File: src/rtl/eeld_pkg.sv
package eeld_pkg;
    localparam int WORD_W = 16;
    localparam logic [7:0] CHK_GOAL = 8'hFF;
    localparam int MODE_POS = 15;

    typedef enum logic [1:0] {
        ENG_IDLE = 2'd0,
        ENG_RUN  = 2'd1,
        ENG_FIN  = 2'd2
    } eng_state_e;
endpackage

File: src/rtl/eeld_serial_engine.sv
module eeld_serial_engine
    import eeld_pkg::*;
#(
    parameter int ADDR_W    = 6,
    parameter int NUM_WORDS = 8,
    parameter int CLK_DIV   = 2
) (
    input  logic clk,
    input  logic rst_n,
    input  logic start_i,
    input  logic ee_do_i,
    output logic ee_cs_o,
    output logic ee_sk_o,
    output logic ee_di_o,
    output logic bit_stb_o,
    output logic bit_o,
    output logic done_o,
    output logic present_o
);
    localparam int HDR_SLOTS = 3 + ADDR_W;
    localparam int TOT_SLOTS = HDR_SLOTS + WORD_W * NUM_WORDS;
    localparam int SLOT_W    = $clog2(TOT_SLOTS);
    localparam int PH_W      = (CLK_DIV > 1) ? $clog2(2 * CLK_DIV) : 1;
    localparam logic [PH_W-1:0]   PH_LAST  = PH_W'(2 * CLK_DIV - 1);
    localparam logic [PH_W-1:0]   PH_HIGH  = PH_W'(CLK_DIV);
    localparam logic [SLOT_W-1:0] HDR_LAST = SLOT_W'(HDR_SLOTS - 1);
    localparam logic [SLOT_W-1:0] DAT_FIRST = SLOT_W'(HDR_SLOTS);
    localparam logic [SLOT_W-1:0] SLOT_END = SLOT_W'(TOT_SLOTS - 1);

    typedef struct packed {
        eng_state_e        st;
        logic [PH_W-1:0]   ph;
        logic [SLOT_W-1:0] slot;
        logic              present;
    } eng_s;

    eng_s eng_d, eng_q;

    always_comb begin
        eng_d     = eng_q;
        bit_stb_o = 1'b0;
        done_o    = 1'b0;
        unique case (eng_q.st)
            ENG_IDLE: begin
                if (start_i) begin
                    eng_d.st      = ENG_RUN;
                    eng_d.ph      = '0;
                    eng_d.slot    = '0;
                    eng_d.present = 1'b1;
                end
            end
            ENG_RUN: begin
                if (eng_q.ph == PH_LAST) begin
                    eng_d.ph = '0;
                    if (eng_q.slot == HDR_LAST) begin
                        // dummy bit must read back as 0
                        if (ee_do_i) begin
                            eng_d.present = 1'b0;
                            eng_d.st      = ENG_FIN;
                        end else begin
                            eng_d.slot = eng_q.slot + 1'b1;
                        end
                    end else if (eng_q.slot >= DAT_FIRST) begin
                        bit_stb_o = 1'b1;
                        if (eng_q.slot == SLOT_END) begin
                            eng_d.st = ENG_FIN;
                        end else begin
                            eng_d.slot = eng_q.slot + 1'b1;
                        end
                    end else begin
                        eng_d.slot = eng_q.slot + 1'b1;
                    end
                end else begin
                    eng_d.ph = eng_q.ph + 1'b1;
                end
            end
            ENG_FIN: begin
                done_o   = 1'b1;
                eng_d.st = ENG_IDLE;
            end
            default: eng_d.st = ENG_IDLE;
        endcase
    end

    always_ff @(posedge clk or negedge rst_n) begin
        if (!rst_n) begin
            eng_q <= '{st: ENG_IDLE, ph: '0, slot: '0, present: 1'b0};
        end else begin
            eng_q <= eng_d;
        end
    end

    assign ee_cs_o   = (eng_q.st == ENG_RUN);
    assign ee_sk_o   = ee_cs_o && (eng_q.ph >= PH_HIGH);
    // command: start bit 1, opcode 1 0, then an all-zero address
    assign ee_di_o   = ee_cs_o && (eng_q.slot < SLOT_W'(2));
    assign bit_o     = ee_do_i;
    assign present_o = eng_q.present;


    cs_from_start_chk: assert property (@(posedge clk) disable iff (!rst_n)
        $rose(ee_cs_o) |-> $past(start_i));


    absent_stop_chk: assert property (@(posedge clk) disable iff (!rst_n)
        (ee_cs_o && eng_q.ph == PH_LAST && eng_q.slot == HDR_LAST && ee_do_i)
        |=> !ee_cs_o && !present_o);
endmodule

File: src/rtl/eeld_image_asm.sv
module eeld_image_asm
    import eeld_pkg::*;
#(
    parameter int NUM_WORDS = 8
) (
    input  logic                               clk,
    input  logic                               rst_n,
    input  logic                               clear_i,
    input  logic                               bit_stb_i,
    input  logic                               bit_i,
    output logic [(NUM_WORDS-1)*WORD_W-1:0]    image_o,
    output logic [7:0]                         sum_o
);
    localparam int STORE = NUM_WORDS - 1;
    localparam int IDX_W = $clog2(NUM_WORDS);
    localparam int BC_W  = $clog2(WORD_W);

    typedef struct packed {
        logic [WORD_W-1:0]       sh;
        logic [BC_W-1:0]         bcnt;
        logic [IDX_W-1:0]        widx;
        logic [7:0]              sum;
        logic [STORE*WORD_W-1:0] img;
    } asm_s;

    asm_s asm_d, asm_q;
    logic [WORD_W-1:0] word_nx;

    always_comb begin
        asm_d   = asm_q;
        word_nx = {asm_q.sh[WORD_W-2:0], bit_i};
        if (clear_i) begin
            asm_d.bcnt = '0;
            asm_d.widx = '0;
            asm_d.sum  = '0;
        end else if (bit_stb_i) begin
            asm_d.sh = word_nx;
            if (asm_q.bcnt == BC_W'(WORD_W - 1)) begin
                asm_d.bcnt = '0;
                asm_d.widx = asm_q.widx + 1'b1;
                asm_d.sum  = asm_q.sum + word_nx[15:8] + word_nx[7:0];
                if (asm_q.widx < IDX_W'(STORE)) begin
                    asm_d.img[asm_q.widx*WORD_W +: WORD_W] = word_nx;
                end
            end else begin
                asm_d.bcnt = asm_q.bcnt + 1'b1;
            end
        end
    end

    always_ff @(posedge clk or negedge rst_n) begin
        if (!rst_n) begin
            asm_q <= '0;
        end else begin
            asm_q <= asm_d;
        end
    end

    assign image_o = asm_q.img;
    assign sum_o   = asm_q.sum;
endmodule

File: src/rtl/eeld_loader.sv
module eeld_loader
    import eeld_pkg::*;
#(
    parameter int ADDR_W    = 6,
    parameter int NUM_WORDS = 8,
    parameter int AP_WORDS  = 3,
    parameter int CLK_DIV   = 2,
    parameter logic [7:0] CTRL_OFS = 8'h4C,
    parameter logic [7:0] WIDE_OFS = 8'h10,
    parameter logic [(NUM_WORDS-AP_WORDS-1)*16-1:0] CFG_DEFAULT =
        {(NUM_WORDS-AP_WORDS-1){16'h5A3C}}
) (
    input  logic                                     clk,
    input  logic                                     rst_n,
    input  logic                                     soft_rst_i,
    input  logic                                     stop_i,
    input  logic                                     host_wr_i,
    input  logic                                     host_wide_i,
    input  logic [7:0]                               host_addr_i,
    input  logic                                     host_req_i,
    output logic                                     ee_cs_o,
    output logic                                     ee_sk_o,
    output logic                                     ee_di_o,
    input  logic                                     ee_do_i,
    output logic                                     valid_o,
    output logic                                     busy_o,
    output logic                                     wide_io_o,
    output logic [AP_WORDS*16-1:0]                   ap_o,
    output logic [(NUM_WORDS-AP_WORDS-1)*16-1:0]     cfg_o
);
    localparam int AP_W  = AP_WORDS * WORD_W;
    localparam int CFG_W = (NUM_WORDS - AP_WORDS - 1) * WORD_W;
    localparam int IMG_W = (NUM_WORDS - 1) * WORD_W;
    localparam int MODE_BIT = AP_W + MODE_POS;

    typedef struct packed {
        logic             pend;
        logic             busy;
        logic             valid;
        logic             wide;
        logic [AP_W-1:0]  ap;
        logic [CFG_W-1:0] cfg;
    } ld_s;

    ld_s ld_d, ld_q;

    logic             start;
    logic             req_wr;
    logic             wide_wr;
    logic             eng_done;
    logic             eng_present;
    logic             bit_stb;
    logic             bit_val;
    logic             ld_ok;
    logic [IMG_W-1:0] image;
    logic [7:0]       img_sum;

    eeld_serial_engine #(
        .ADDR_W   (ADDR_W),
        .NUM_WORDS(NUM_WORDS),
        .CLK_DIV  (CLK_DIV)
    ) u_engine (
        .clk      (clk),
        .rst_n    (rst_n),
        .start_i  (start),
        .ee_do_i  (ee_do_i),
        .ee_cs_o  (ee_cs_o),
        .ee_sk_o  (ee_sk_o),
        .ee_di_o  (ee_di_o),
        .bit_stb_o(bit_stb),
        .bit_o    (bit_val),
        .done_o   (eng_done),
        .present_o(eng_present)
    );

    eeld_image_asm #(
        .NUM_WORDS(NUM_WORDS)
    ) u_asm (
        .clk      (clk),
        .rst_n    (rst_n),
        .clear_i  (start),
        .bit_stb_i(bit_stb),
        .bit_i    (bit_val),
        .image_o  (image),
        .sum_o    (img_sum)
    );

    assign req_wr  = host_wr_i && host_req_i && (host_addr_i == CTRL_OFS);
    assign wide_wr = host_wr_i && host_wide_i && (host_addr_i == WIDE_OFS);
    assign start   = !ld_q.busy && (ld_q.pend || req_wr);
    assign ld_ok   = eng_present && (img_sum == CHK_GOAL);

    always_comb begin
        ld_d = ld_q;
        if (start) begin
            ld_d.pend  = 1'b0;
            ld_d.busy  = 1'b1;
            ld_d.valid = 1'b0;
        end
        if (eng_done) begin
            ld_d.busy  = 1'b0;
            ld_d.valid = ld_ok;
            if (ld_ok) begin
                ld_d.ap   = image[AP_W-1:0];
                ld_d.cfg  = image[AP_W +: CFG_W];
                ld_d.wide = image[MODE_BIT];
            end else begin
                ld_d.cfg  = CFG_DEFAULT;
            end
        end
        if (wide_wr) begin
            ld_d.wide = 1'b1;
        end
    end

    always_ff @(posedge clk or negedge rst_n) begin
        if (!rst_n) begin
            ld_q <= '{pend: 1'b1, busy: 1'b0, valid: 1'b0, wide: 1'b0,
                      ap: '0, cfg: CFG_DEFAULT};
        end else begin
            ld_q <= ld_d;
        end
    end

    assign valid_o   = ld_q.valid;
    assign busy_o    = ld_q.busy;
    assign wide_io_o = ld_q.wide;
    assign ap_o      = ld_q.ap;
    assign cfg_o     = ld_q.cfg;


    req_clears_valid_chk: assert property (@(posedge clk) disable iff (!rst_n)
        (req_wr && !busy_o) |=> busy_o && !valid_o);


    valid_rise_src_chk: assert property (@(posedge clk) disable iff (!rst_n)
        $rose(valid_o) |-> $past(eng_done && ld_ok));


    fail_defaults_chk: assert property (@(posedge clk) disable iff (!rst_n)
        (eng_done && !ld_ok) |=> (cfg_o == CFG_DEFAULT) && $stable(ap_o));


    busy_release_chk: assert property (@(posedge clk) disable iff (!rst_n)
        eng_done |=> !busy_o);


    wide_fall_src_chk: assert property (@(posedge clk) disable iff (!rst_n)
        $fell(wide_io_o) |-> $past(eng_done && ld_ok));


    soft_stop_inert_chk: assert property (@(posedge clk) disable iff (!rst_n)
        ((soft_rst_i || stop_i) && !eng_done && !start && !wide_wr)
        |=> $stable(valid_o) && $stable(wide_io_o));
endmodule

File: config.mk
export PLATFORM = sky130hd
export DESIGN_NAME = eeld_loader
export DESIGN_NICKNAME = d
export VERILOG_FILES = /design/src/rtl/eeld_pkg.sv /design/src/rtl/eeld_serial_engine.sv /design/src/rtl/eeld_image_asm.sv /design/src/rtl/eeld_loader.sv
export SDC_FILE = /design/constraint.sdc
export NUM_CORES = 1
export LEC_CHECK = 0
export ABC_CLOCK_PERIOD_IN_PS = 3600
export BUFFER_PORTS_ARGS = -buffer_cell sky130_fd_sc_hd__buf_2
export CAP_MARGIN = 20
export CORE_UTILIZATION = 59
export DETAILED_ROUTE_END_ITERATION = 16
export PLACE_DENSITY = 0.8
export SLEW_MARGIN = 20
export SYNTH_ARGS = -nofsm -noshare
export SYNTH_HDL_FRONTEND = slang
export SYNTH_SLANG_ARGS = --single-unit
export TNS_END_PERCENT = 5
File: constraint.sdc
create_clock -name clk -period 3.6 [get_ports clk]
set_clock_uncertainty 0.05 [all_clocks]
set_input_delay 0.18 -clock clk [delete_from_list [all_inputs] [get_ports clk]]
set_output_delay 0.18 -clock clk [all_outputs]
set_load 0.02 [all_outputs]
==> Yosys cells after proc, flatten, opt, wreduce, memory -nomap -nowiden <==
Cells that the tools add are included.
{ "classes": {"eq_ne": 18, "reduce_logical": 26, "n_bitwise": 1, "shifts": 2, "order_cmp": 4, "muxes": 32, "n_addsub": 7} }
{ "ops": {"columns": ["cell", "n"], "rows": [
  ["$mux W127", 1],
  ["$mux W123", 1],
  ["$mux W115", 1],
  ["$bwmux W112", 1],
  ["$mux W112", 1],
  ["$shift A16 B34 Y112 const A", 1],
  ["$shiftx A16 B34 Y112", 1],
  ["$mux W64", 1],
  ["$mux W49", 1],
  ["$neg A7 Y34", 1],
  ["$mux W8", 4],
  ["$pmux W11 S2", 1],
  ["$add A8 B8 Y8", 2],
  ["$eq A8 B8 Y1 const B", 2],
  ["$mux W15", 1],
  ["$reduce_and A5 Y1", 3],
  ["$mux W2", 7],
  ["$mux W13", 1],
  ["$ne A3 B3 Y1 const B", 4],
  ["$reduce_bool A2 Y1", 6],
  ["$reduce_and A2 Y1", 5],
  ["$mux W9", 1],
  ["$add A8 B1 Y8 const B", 1],
  ["$eq A8 B4 Y1 const B", 1],
  ["other kinds (23)", 41]
]} }
{ "word_totals": {"in_bits": 16, "reg_bits": 271, "output_inout_bits": 118} }

==> Depth between registers and ports, before layout <==
Gate-level depths: netlist of the first run.
{ "depth": {"ltp_word": 7, "depth_mapped": 11, "mapped_depth_nobuf": 10} }

==> Modules after synthesis <==
A second synthesis of the first run with hierarchy kept.
{ "unflattened": {"cells_unflattened": 1213, "area_unflattened_um2": 13294.0} }
{ "by_module_without_submodules": {"columns": ["module", "instances", "cells_each", "area_per_inst_um2"], "rows": [
  ["eeld_image_asm", 1, 745, 7088.0],
  ["eeld_loader", 1, 382, 5401.4],
  ["eeld_serial_engine", 1, 86, 804.5]
]} }

==> Worst setup path after synthesis of the first run <==
OpenSTA, ideal clock, no wires.
{ "synth_timing": {"path_kind": "flip-flop to flip-flop", "start": "register u_asm.asm_q[120] in the netlist's numbering", "end": "register (tool-made name)", "path_stages_with_launch": 9, "path_buffers": 2, "period_less_slack_ps": 2736, "setup_time_ps": 125, "t_arrival_ps": 2561, "setup_slack_ps": 864, "path_cell_list": "dfrtp_1 clkbuf_1 inv_1 ha_1 ha_1 or4_1 nor3_4 buf_4 mux2_2"} }
{ "synth_lines": {"columns": ["element", "line", "rtl"], "rows": [
  ["start, declared", "eeld_image_asm.sv:26", "asm_s asm_d, asm_q;"],
  ["start signal, assigned", "eeld_image_asm.sv:55", "asm_q <= asm_d;"]
]} }

==> Final worst setup path of the first run <==
{ "layout_timing": {"start": "register u_asm.asm_q[127] in the netlist's numbering", "end": "register u_asm.asm_q, in the netlist u_asm.sum_o[7]"} }
{ "layout_via": {"elab_chain_cells": 4} }
{ "layout_rtl": {"columns": ["element", "line", "rtl"], "rows": [
  ["$add A8 B8 Y8", "eeld_image_asm.sv:41", "asm_d.sum = asm_q.sum + word_nx[15:8] + word_nx[7:0];"],
  ["$mux W123", "eeld_image_asm.sv:38", "if (asm_q.bcnt == BC_W'(WORD_W - 1)) begin"],
  ["$mux W127", "eeld_image_asm.sv:36", "end else if (bit_stb_i) begin"],
  ["$mux W15", "eeld_image_asm.sv:32", "if (clear_i) begin"]
]} }
No other way between the ends. The select of a mux whose other input is x is not followed.
A chain may end at the register's enable or synchronous reset.

==> results of run 1 <==
## area by class of cell
cell class,count,share of cell area [%]
Sequential cell,271,51.8
Clock buffer,36,5.93
Tap cell,265,2.52
Multi-Input combinational cell,539,30.7
Timing Repair Buffer,156,6.64
Inverter,19,0.542
Clock inverter,15,1.83
## Yosys cell counts, types with 5 or more instances
cell type	number
xor2_1	5
nand2b_1	5
nand2_1	183
xnor2_1	6
clkbuf_1	31
inv_1	19
nor3_1	5
a21oi_1	16
o22a_1	32
fa_1	8
o21ai_0	17
nand3_1	10
mux2_4	10
a22o_1	31
nand4_1	8
nor2_1	20
ha_1	14
mux2_2	106
buf_4	117
dfstp_2	33
dfrtp_1	238
## cell families (layout without fill, tap and decap cells)
kind of cell	after synthesis	count (layout)	synth area share (%)
buffers and inverters	174	226	9.46
muxes	120	120	11.6
and+or+nand+nor	268	268	10.8
xor gates and xnor gates	11	11	0.804
adders and majority gates	22	22	2.80
DFF	271	271	56.9
AOI/OAI and AO/OA	118	118	7.61
## stage by stage
step	instance area, µm²	util [%]	hold slack (ps)
after detailed placement	12100	61.6	271
final	13200	67.0	38.0
after global routing	13200	67.0	42.0
after global placement	12100	61.6	260
after floorplan	12000	-	-166
after CTS	13200	67.0	17.7
## path summary, 6_finish.rpt
kind,to,slack [ps]
hold reg to reg,ap_o[34]$_DFFE_PN0P_,410
setup reg to reg,u_asm.sum_o[7]$_DFFE_PN0P_,420
min in group asynchronous,asynchronous set/reset pin,250
max in group asynchronous,cfg_o[37]$_DFFE_PN1P_,2230
setup / recovery,u_asm.sum_o[7]$_DFFE_PN0P_,420
hold / removal,u_asm.asm_q[127]$_DFFE_PN0P_,40
## per-layer routing
layer	track usage, %	vias to the layer above	wire length, µm
met5	0	-	0
met4	7.37	0	706
met3	5.60	57	1970
met2	41.6	235	12400
met1	34.5	3711	10300
li1	-	3316	-
## critical path, cell delays in order (launching register included)
cell and delay [ps]:
dfrtp_1 540, inv_1 170, fa_1 530, inv_1 40, ha_1 230, fa_1 440, a211oi_1 350, o21ai_0 180
nand3_1 90, nor3b_1 240, mux2i_1 210
## power by group
part	leakage, nW	total, mW	switching [mW]	internal, mW
sequential	3.54	3.06	0.00355	3.05
clock	0.500	3.16	1.20	1.96
combinational	2.80	0.0934	0.0726	0.0208
total	6.84	6.31	1.27	5.03
## cells in the final DEF, fill, tap and decap left out, types with 3 or more instances in the layout
master         count
dfstp_2           33
buf_4             21
ha_1              14
clkbuf_8           5
a21oi_1           16
xor2_1             5
dfrtp_1          238
clkbuf_1           3
or2_2              3
dlygate4sd3_1      3
clkinv_2           6
mux2_2           106
nand2b_1           5
o22a_1            32
xnor2_1            6
fa_1               8
nor2_1            20
bufinv_16          6
a22o_1            31
nor3_4             4
nand2_1          183
a21o_1             4
nand4_1            8
buf_2            130
or3_1              3
clkbuf_16         28
mux2i_1            3
o21ai_0           17
mux2_4            10
nand3_1           10
inv_1             19
a211oi_1           4
nor3_1             5
==> results by group, run 1 <==
Synthesis
  – Avg Inst Size Synth: 12.2 µm²
  – Top cell type's share of synthesized area: between 40% and 50%
  – Async SR Flop Fraction: 100%
  – Synthesis warning total: 0
  – Yosys cell types: 60
  – Post-synthesis sequential area ratio: 56.9%
  – Top_reg_cell synth: dfrtp_1
  – Syn Inst Count: around 980
  – Post-synth EDFFs: 0
  – Synth area leader: dfrtp_1
  – Synth Net Count: about 1k
  – Flops & latches, synth: around 270
  – Post-synthesis cell area: between 0.01 and 0.015 mm²
  – Top cells by area, synth: dfrtp_1 50%, mux2_2 10%, buf_4 7.3%, dfstp_2 7.2%, nand2_1 5.7%

Drt
  – Via count: around 7.3k
  – Initial DRC count: 448
  – Vias/cell: roughly 5.6
  – Drt drc: 0
  – Post-DRT Antenna Nets: 0
  – Drt pass-1 iters: 4
  – Drt wl/cell: 19.5 µm
  – Final wirelength: 25.4 mm

Global route
  – First-pass GRT wire length: between 40 and 50 mm
  – Total grt overflow: 0
  – GRT Overall Usage: approximately 26%
  – Initial antenna violation count: 0
  – Largest net degree at the start of global routing: between 100 and 150
  – Number of global-route vias before repair: approximately 7.4k

Finish
  – Post-route insts no fill: around 1.3k
  – Area delta synth->final: 9.83%
  – FF/Latch Area: 0.00682 mm²
  – Multi-input gate area: 0.00404 mm²
  – Post-layout nets: 1053
  – Final-layout fill cell count: around 1.5k
  – Layout cells sized above 1: 36.2%
  – # diodes: 0

Timing
  – Final Hold Fails: 0
  – Setup slack after layout: ~420 ps
  – Final Cycle Share: between 80% and 90%
  – Final setup viols: 0
  – Worst rel slew slack: 42.0%
  – Unrepaired setup endpoints after global routing: false
  – Worst-Margin Slew: around 870 ps
  – Setup_tns: 0 ps
  – Slew Limit Fails: 0
  – Tmin final: around 3200 ps
  – Fmax: approximately 0.31 GHz

Pwr
  – Peak supply drop: between 300 and 400 µV
  – P_leak: around 6.8 nW
  – Power Density: between 400 and 500 mW/mm²
  – Total chip power: roughly 6.3 mW

Clock tree
  – Total CTS buffers: 28
  – CTS Sinks: 271
  – Clock-pin slew on the worst setup and hold paths: roughly 60 ps
  – Skew-Pair Late Insertion Delay: between 500 and 600 ps
  – Cts repair resizes: 0
  – Root Driver: clkbuf_16
  – Hold buffers post-CTS: 3
  – H-tree Lvls: 1
  – Worst-case clock buffer depth: 3
  – Setup Buffers After CTS: 0
  – TritonCTS clock tree: built

Floorplan
  – Die X-Extent: around 140 µm
  – I/O pin count: around 130
  – Row count: 51
  – Die area: between 0.02 and 0.025 mm²
  – Die height: 145 µm
  – Initial Util: between 60% and 70%
  – Core area: between 0.015 and 0.02 mm²

Critical path
  – Worst path required time: between 4000 and 5000 ps
  – Worst Path Max Fanout: 8
  – Crit path kind: flop to flop
  – Crit path DAT: ~3600 ps
  – CP startpoint: u_asm.asm_q[127]$_DFFE_PN0P_
  – CP startpoint kind: flop
  – R2R Path Start: u_asm.asm_q[127]$_DFFE_PN0P_
  – CP Capture Type: flop
  – Worst-case reg-to-reg path depth: 10

Run
  – Max-cap violation count: 0

Run status
  – Status: complete, no violations

Placed design
  – PortBufs: between 100 and 150
  – Placed Instances: around 1.2k
  – Post-DP HPWL: roughly 16 mm
  – Placer Congestion: between 0.8 and 0.9
  – Pre-CTS setup slack: 488 ps

Hold path
  – HP Start: ee_do_i
  – Hold WC Path Type: input port to flop
  – Hold path depth: 3
Note: power is estimated with default switching activity, not from simulation.
==> run 2: changes to the inputs <==
CORE_MARGIN = 2   (was not set)
CTS_CLUSTER_DIAMETER = 60   (was not set)
==> run 2 against run 1 <==
  * Cell area fell by 0.14%
  * Critical endpoint unchanged
  * Global-route usage fell by 1.5 points
  * Combinational power rose by 0.9%
  * Die area rose by 2.8%
  * Cell count rose by 0.46%
  * Clock power fell by 5%
  * Clock-buffer cell count rose by 2
  * Sequential power barely moved
  * Highest routed layer unchanged
  * Power fell by 2.7%
  * Largest power group is now registers
  * Via count rose by 1.0%
  * Wire length rose by 0.37%
  * Flip-flop and latch count did not move
==> results by group, run 2 (synthesis results as in run 1) <==
Run status
  – Status: complete, no violations (unchanged)

Drt
  – Final wirelength: 25.5 mm (was 25.4 mm)
  – Met2 WL post-DR: 12.2 mm (was 12.4 mm)
  – Drt wl/cell: 19.5 µm (about the same)
  – Initial DRC count: 506 (was 448)
  – Drt pass-1 iters: 4 (unchanged)
  – Metal-1 WL: 10.7 mm (was 10.3 mm)
  – Met3 routed WL: 1.60 mm (was 1.97 mm)
  – Post-DRT Antenna Nets: 0 (unchanged)
  – Vias/cell: 5.66 (was 5.63)
  – Highest routing layer actually used: met4 (unchanged)
  – Drt drc: 0 (unchanged)
  – Via count: 7393 (was 7319)

Finish
  – Final-layout fill cell count: 1438 (was 1455)
  – Area delta synth->final: 9.67% (was 9.83%)
  – Most common cell after layout, fill and taps aside: dfrtp_1 (unchanged)
  – # diodes: 0 (unchanged)
  – Layout cells sized above 1: 36.4% (was 36.2%)
  – Most frequent cells in the layout: 238 x dfrtp_1, 183 x nand2_1, 130 x buf_2 (unchanged)
  – Post-layout nets: 1053 (unchanged)

Clock tree
  – H-tree Lvls: 1 (unchanged)
  – Skew-Pair Late Insertion Delay: 550 ps (was 540 ps)
  – Cts repair resizes: 0 (unchanged)
  – Total CTS buffers: 28 (unchanged)
  – Root Driver: clkbuf_16 (unchanged)
  – Worst-case clock buffer depth: 3 (unchanged)
  – Clock-pin slew on the worst setup and hold paths: 70 ps (was 60 ps)
  – CTS Sinks: 271 (unchanged)
  – TritonCTS clock tree: built (unchanged)

Floorplan
  – Die area: 0.0215 mm² (was 0.0209 mm²)
  – Initial Util: 59.6% (was 61.0%)
  – I/O pin count: 134 (unchanged)
  – Die height: 147 µm (was 145 µm)
  – Core area: 0.0201 mm² (was 0.0197 mm²)
  – Row count: 52 (was 51)
  – Die X-Extent: 147 µm (was 145 µm)

Global route
  – GRT Overall Usage: 24.0% (was 25.5%)
  – Total grt overflow: 0 (unchanged)
  – First-pass GRT wire length: 40.5 mm (was 40.3 mm)
  – Largest net degree at the start of global routing: 110 (was 116)
  – Initial antenna violation count: 0 (unchanged)
  – Number of global-route vias before repair: 7390 (was 7351)

Critical path
  – CP Capture Type: flop (unchanged)
  – Crit path kind: flop to flop (unchanged)
  – CP peak stage delay: 530 ps (was 540 ps)
  – CP startpoint kind: flop (unchanged)
  – Crit-path leading delay family: adder cells (unchanged)
  – Worst path required time: 4020 ps (was 4010 ps)
  – Ordered list of cells on the worst path: inv_1 > fa_1 > inv_1 > ha_1 > fa_1 > a211oi_1 > o21ai_0 > nand3_1 > nor3b_1 > mux2i_1 (unchanged)
  – Crit-path slowest cell: fa_1 (was dfrtp_1)
  – Worst Path Max Fanout: 8 (unchanged)
  – Buf+Inv Stages, Crit Path: 2 (unchanged)
  – Crit path DAT: 3480 ps (was 3590 ps)

Timing
  – Slew Limit Fails: 0 (unchanged)
  – Worst-Margin Slew: 844 ps (was 869 ps)
  – Unrepaired setup endpoints after global routing: false (unchanged)
  – Setup_tns: 0 ps (unchanged)
  – Tmin final: 3060 ps (was 3180 ps)
  – Hold slack: 45.1 ps (was 38.0 ps)
  – Final setup viols: 0 (unchanged)
  – Final Cycle Share: 85.0% (was 88.4%)
  – Worst rel slew slack: 43.5% (was 42.0%)
  – Fmax: 0.327 GHz (was 0.314 GHz)
  – Final Hold Fails: 0 (unchanged)

Placed design
  – Placer Congestion: 0.883 (was 0.873)
  – Post-DP HPWL: 15.8 mm (about the same)
  – PortBufs: 131 (unchanged)

Run
  – Max-cap violation count: 0 (unchanged)

Pwr
  – Power Density: 467 mW/mm² (was 479 mW/mm²)
  – P_leak: 6.82 nW (was 6.84 nW)
  – Peak supply drop: 357 µV (was 339 µV)

Hold path
  – Hold WC Path Type: input port to flop (unchanged)
run 2: metal layers:
layer / global-route usage, % / vias up
met5: 0 / -
met4: 8.11 / 0
met3: 5.50 / 58
met2: 39.0 / 244
met1: 32.3 / 3777
li1: - / 3314
run 2: area by class of cell:
| type | count | area (µm²) | area share, % |
|---|---|---|---|
| Clock buffer | 38 | 828 | 6.30 |
| Clock inverter | 14 | 154 | 1.17 |
| Inverter | 19 | 71.3 | 0.543 |
| Multi-Input combinational cell | 539 | 4040 | 30.7 |
| Sequential cell | 271 | 6820 | 51.9 |
| Tap cell | 270 | 338 | 2.57 |
| Timing Repair Buffer | 156 | 888 | 6.76 |
run 2: through the flow:
step	util [%]	total power, mW	cells	setup slack (ps)	instance area, µm²
floorplan	-	3.12	984	864	12000
global placement	60.3	3.20	1251	633	12100
detailed placement	60.3	3.21	1251	643	12100
CTS	65.4	6.17	1307	602	13100
global route	65.4	6.32	1307	406	13100
finish	65.4	6.14	1307	541	13100
run 2: timing repair:
item                      in CTS  in global routing
hold buffers                   4                  0
buffers inserted               0                  0
hold endpoints to repair      94                  0
run 2: worst min-delay path: stages:
cell     delay [ps]
buf_2           110
a41oi_4         160
a21oi_1         140
run 2: worst paths after layout:
path / startpoint / to / slack, ps / depth (start not counted)
hold reg to reg: flop / ap_o[17]$_DFFE_PN0P_ / 400 / 2
setup reg to reg: u_asm.asm_q[127]$_DFFE_PN0P_ / u_asm.sum_o[7]$_DFFE_PN0P_ / 540 / 10
min in group asynchronous: rst_n / asynchronous set/reset pin / 220 / 2
setup / recovery: u_asm.asm_q[127]$_DFFE_PN0P_ / u_asm.sum_o[7]$_DFFE_PN0P_ / 540 / 10
max in group asynchronous: rst_n / ap_o[22]$_DFFE_PN0P_ / 2300 / 3
hold / removal: host_wr_i / busy_o$_DFFE_PN0P_ / 50 / 3
run 2: power breakdown:
part | internal [mW] | switching [mW] | total [mW]
Clock | 1.77 | 1.22 | 2.99
Combinational | 0.0225 | 0.0716 | 0.0942
Sequential | 3.05 | 0.00366 | 3.06
Total | 4.84 | 1.30 | 6.14
==> run 3: changes to the inputs <==
ABC_CLOCK_PERIOD_IN_PS = 3200   (was 3600)
clock period = 3.2 ns   (was 3.6 ns; I/O delays follow)
==> run 3 against run 2 <==
  * Non-clock buffer count rose by 10
  * Sequential share of layout area decreased by 0.19 points
  * Fmax is 7.9% higher
  * Critical path depth down 3
  * Clock-buffer cell count is 2 lower
  * Cell count is 0.61% higher
  * Largest cell class unchanged
==> results by group, run 3 (synthesis results as in run 1) <==
Critical path
  – Most frequent CP cell: ha_1
  – Worst reg2reg setup slack: 360 ps (was 540 ps)
  – Worst-case reg-to-reg path depth: 7 (was 10)
  – Crit path DAT: 3200 ps (was 3480 ps)
  – Crit path kind: flop to flop (unchanged)
  – Ordered list of cells on the worst path: inv_1 > ha_1 > ha_1 > or4_1 > nor3_4 > buf_4 > mux2_2 (was inv_1 > fa_1 > inv_1 > ha_1 > fa_1 > a211oi_1 > o21ai_0 > nand3_1 > nor3b_1 > mux2i_1)
  – Worst path required time: 3560 ps (was 4020 ps)
  – CP startpoint kind: flop (unchanged)
  – Crit-path slowest cell: or4_1 (was fa_1)
  – CP Capture Type: flop (unchanged)
  – CP peak stage delay: 620 ps (was 530 ps)
  – Worst Path Max Fanout: 16 (was 8)

Hold path
  – Hold WC Path Type: input port to flop (unchanged)
  – Hold path depth: 3 (unchanged)

Timing
  – Hold slack: 31.5 ps (was 45.1 ps)
  – Worst-Margin Slew: 866 ps (was 844 ps)
  – Worst rel slew slack: 42.2% (was 43.5%)
  – Tmin final: 2840 ps (was 3060 ps)
  – Setup_tns: 0 ps (unchanged)
  – Fmax: 0.353 GHz (was 0.327 GHz)
  – Final Cycle Share: 88.6% (was 85.0%)
  – Setup slack after layout: 364 ps (was 541 ps)
  – Slew Limit Fails: 0 (unchanged)
  – Unrepaired setup endpoints after global routing: false (unchanged)
  – Final Hold Fails: 0 (unchanged)
  – Final setup viols: 0 (unchanged)

Floorplan
  – I/O pin count: 134 (unchanged)
  – Die area: 0.0215 mm² (unchanged)
  – Die height: 147 µm (unchanged)
  – Initial Util: 59.6% (unchanged)
  – Row count: 52 (unchanged)
  – Die X-Extent: 147 µm (unchanged)
  – Core area: 0.0201 mm² (unchanged)

Global route
  – Total grt overflow: 0 (unchanged)
  – GRT Overall Usage: 24.2% (was 24.0%)
  – Largest net degree at the start of global routing: 107 (was 110)
  – First-pass GRT wire length: 41.3 mm (was 40.5 mm)
  – Number of global-route vias before repair: 7648 (was 7390)
  – Initial antenna violation count: 0 (unchanged)

Drt
  – Drt pass-1 iters: 4 (unchanged)
  – Via count: 7315 (was 7393)
  – Post-DRT Antenna Nets: 0 (unchanged)
  – Initial DRC count: 376 (was 506)
  – Drt wl/cell: 19.1 µm (was 19.5 µm)
  – Final wirelength: 25.2 mm (was 25.5 mm)
  – Vias/cell: 5.56 (was 5.66)
  – Drt drc: 0 (unchanged)

Placed design
  – Post-DP HPWL: 16.2 mm (was 15.8 mm)
  – Placed Instances: 1261 (was 1251)
  – Placer Congestion: 0.852 (was 0.883)
  – Placed Area: 0.0122 mm² (was 0.0121 mm²)
  – PortBufs: 131 (unchanged)
  – Pre-CTS setup slack: 472 ps (was 643 ps)

Clock tree
  – Hold buffers post-CTS: 4 (unchanged)
  – Worst-case clock buffer depth: 3 (unchanged)
  – Root Driver: clkbuf_16 (unchanged)
  – Setup Buffers After CTS: 0 (unchanged)
  – Skew-Pair Late Insertion Delay: 530 ps (was 550 ps)
  – Total CTS buffers: 27 (was 28)
  – TritonCTS clock tree: built (unchanged)
  – CTS Sinks: 271 (unchanged)
  – Clock-pin slew on the worst setup and hold paths: 60 ps (was 70 ps)
  – H-tree Lvls: 1 (unchanged)
  – Cts repair resizes: 0 (unchanged)

Finish
  – Finished Cell Area: 0.0132 mm² (was 0.0131 mm²)
  – Area delta synth->final: 10.1% (was 9.67%)
  – Layout cells sized above 1: 36.6% (was 36.4%)
  – Most frequent cells in the layout: 238 x dfrtp_1, 183 x nand2_1, 130 x buf_2 (unchanged)
  – Post-route insts no fill: 1315 (was 1307)
  – Core Util, Final: 65.6% (was 65.4%)
  – Post-layout nets: 1062 (was 1053)
  – Most common cell after layout, fill and taps aside: dfrtp_1 (unchanged)
  – # diodes: 0 (unchanged)

Pwr
  – Power Density: 521 mW/mm² (was 467 mW/mm²)
  – Peak supply drop: 414 µV (was 357 µV)
  – Total chip power: 6.87 mW (was 6.14 mW)
  – P_leak: 6.86 nW (was 6.82 nW)

Run status
  – Status: complete, no violations (unchanged)

Run
  – Max-cap violation count: 0 (unchanged)
-- run 3: cell count changes in the layout (fill, tap and decap cells not counted) --
| cell | change |
|---|---|
| clkinvlp_4 | -2 |
| clkinv_8 | -2 |
| buf_12 | +1 |
| buf_4 | +9 |
| bufinv_16 | +2 |
| inv_6 | +1 |
| clkbuf_8 | -4 |
| clkinv_4 | +1 |
| clkbuf_16 | -1 |
| clkbuf_1 | +3 |
-- run 3: path summary, 6_finish.rpt --
| kind | start | endpoint |
|---|---|---|
| worst min register to register | flop | ap_o[21]$_DFFE_PN0P_ |
| min in group asynchronous | rst_n | u_engine.eng_q[6]$_DFFE_PN0P_ |
| worst min-delay path | host_wr_i | busy_o$_DFFE_PN0P_ |
| worst max register to register | u_asm.asm_q[120]$_DFFE_PN0P_ | flop |
| worst max-delay path | u_asm.asm_q[120]$_DFFE_PN0P_ | flop |
| max in group asynchronous | rst_n | cfg_o[4]$_DFFE_PN1P_ |
-- run 3: where the power goes --
group | switching [mW] | internal (mW) | total, mW
combinational | 0.0827 | 0.0268 | 0.110
sequential | 0.00410 | 3.43 | 3.44
clock | 1.33 | 2.00 | 3.32
total | 1.41 | 5.46 | 6.87
-- run 3: worst max-delay path: cells and delay by family (launching register included) --
kind | cells | cell delay [ps]
AND/OR/NAND/NOR | 2 | 750
adder cells (fa/ha/maj) | 2 | 600
flip-flops | 1 | 510
buffers and inverters | 2 | 420
multiplexers | 1 | 370
-- run 3: per-layer routing --
metal / GRT usage [%] / vias to the layer above / share of wire (%)
met1: 31.9 / 3714 / 43
met2: 40.8 / 218 / 49
met5: 0 / - / 0
li1: - / 3339 / -
met3: 5.28 / 44 / 5.9
met4: 7.23 / 0 / 2.3
-- run 3: final cells by class --
| type | count | area [µm²] |
|---|---|---|
| Clock buffer | 36 | 759 |
| Clock inverter | 14 | 184 |
| Fill cell | 1449 | 6910 |
| Inverter | 19 | 71.3 |
| Multi-Input combinational cell | 539 | 4040 |
| Sequential cell | 271 | 6820 |
| Tap cell | 270 | 338 |
| Timing Repair Buffer | 166 | 976 |
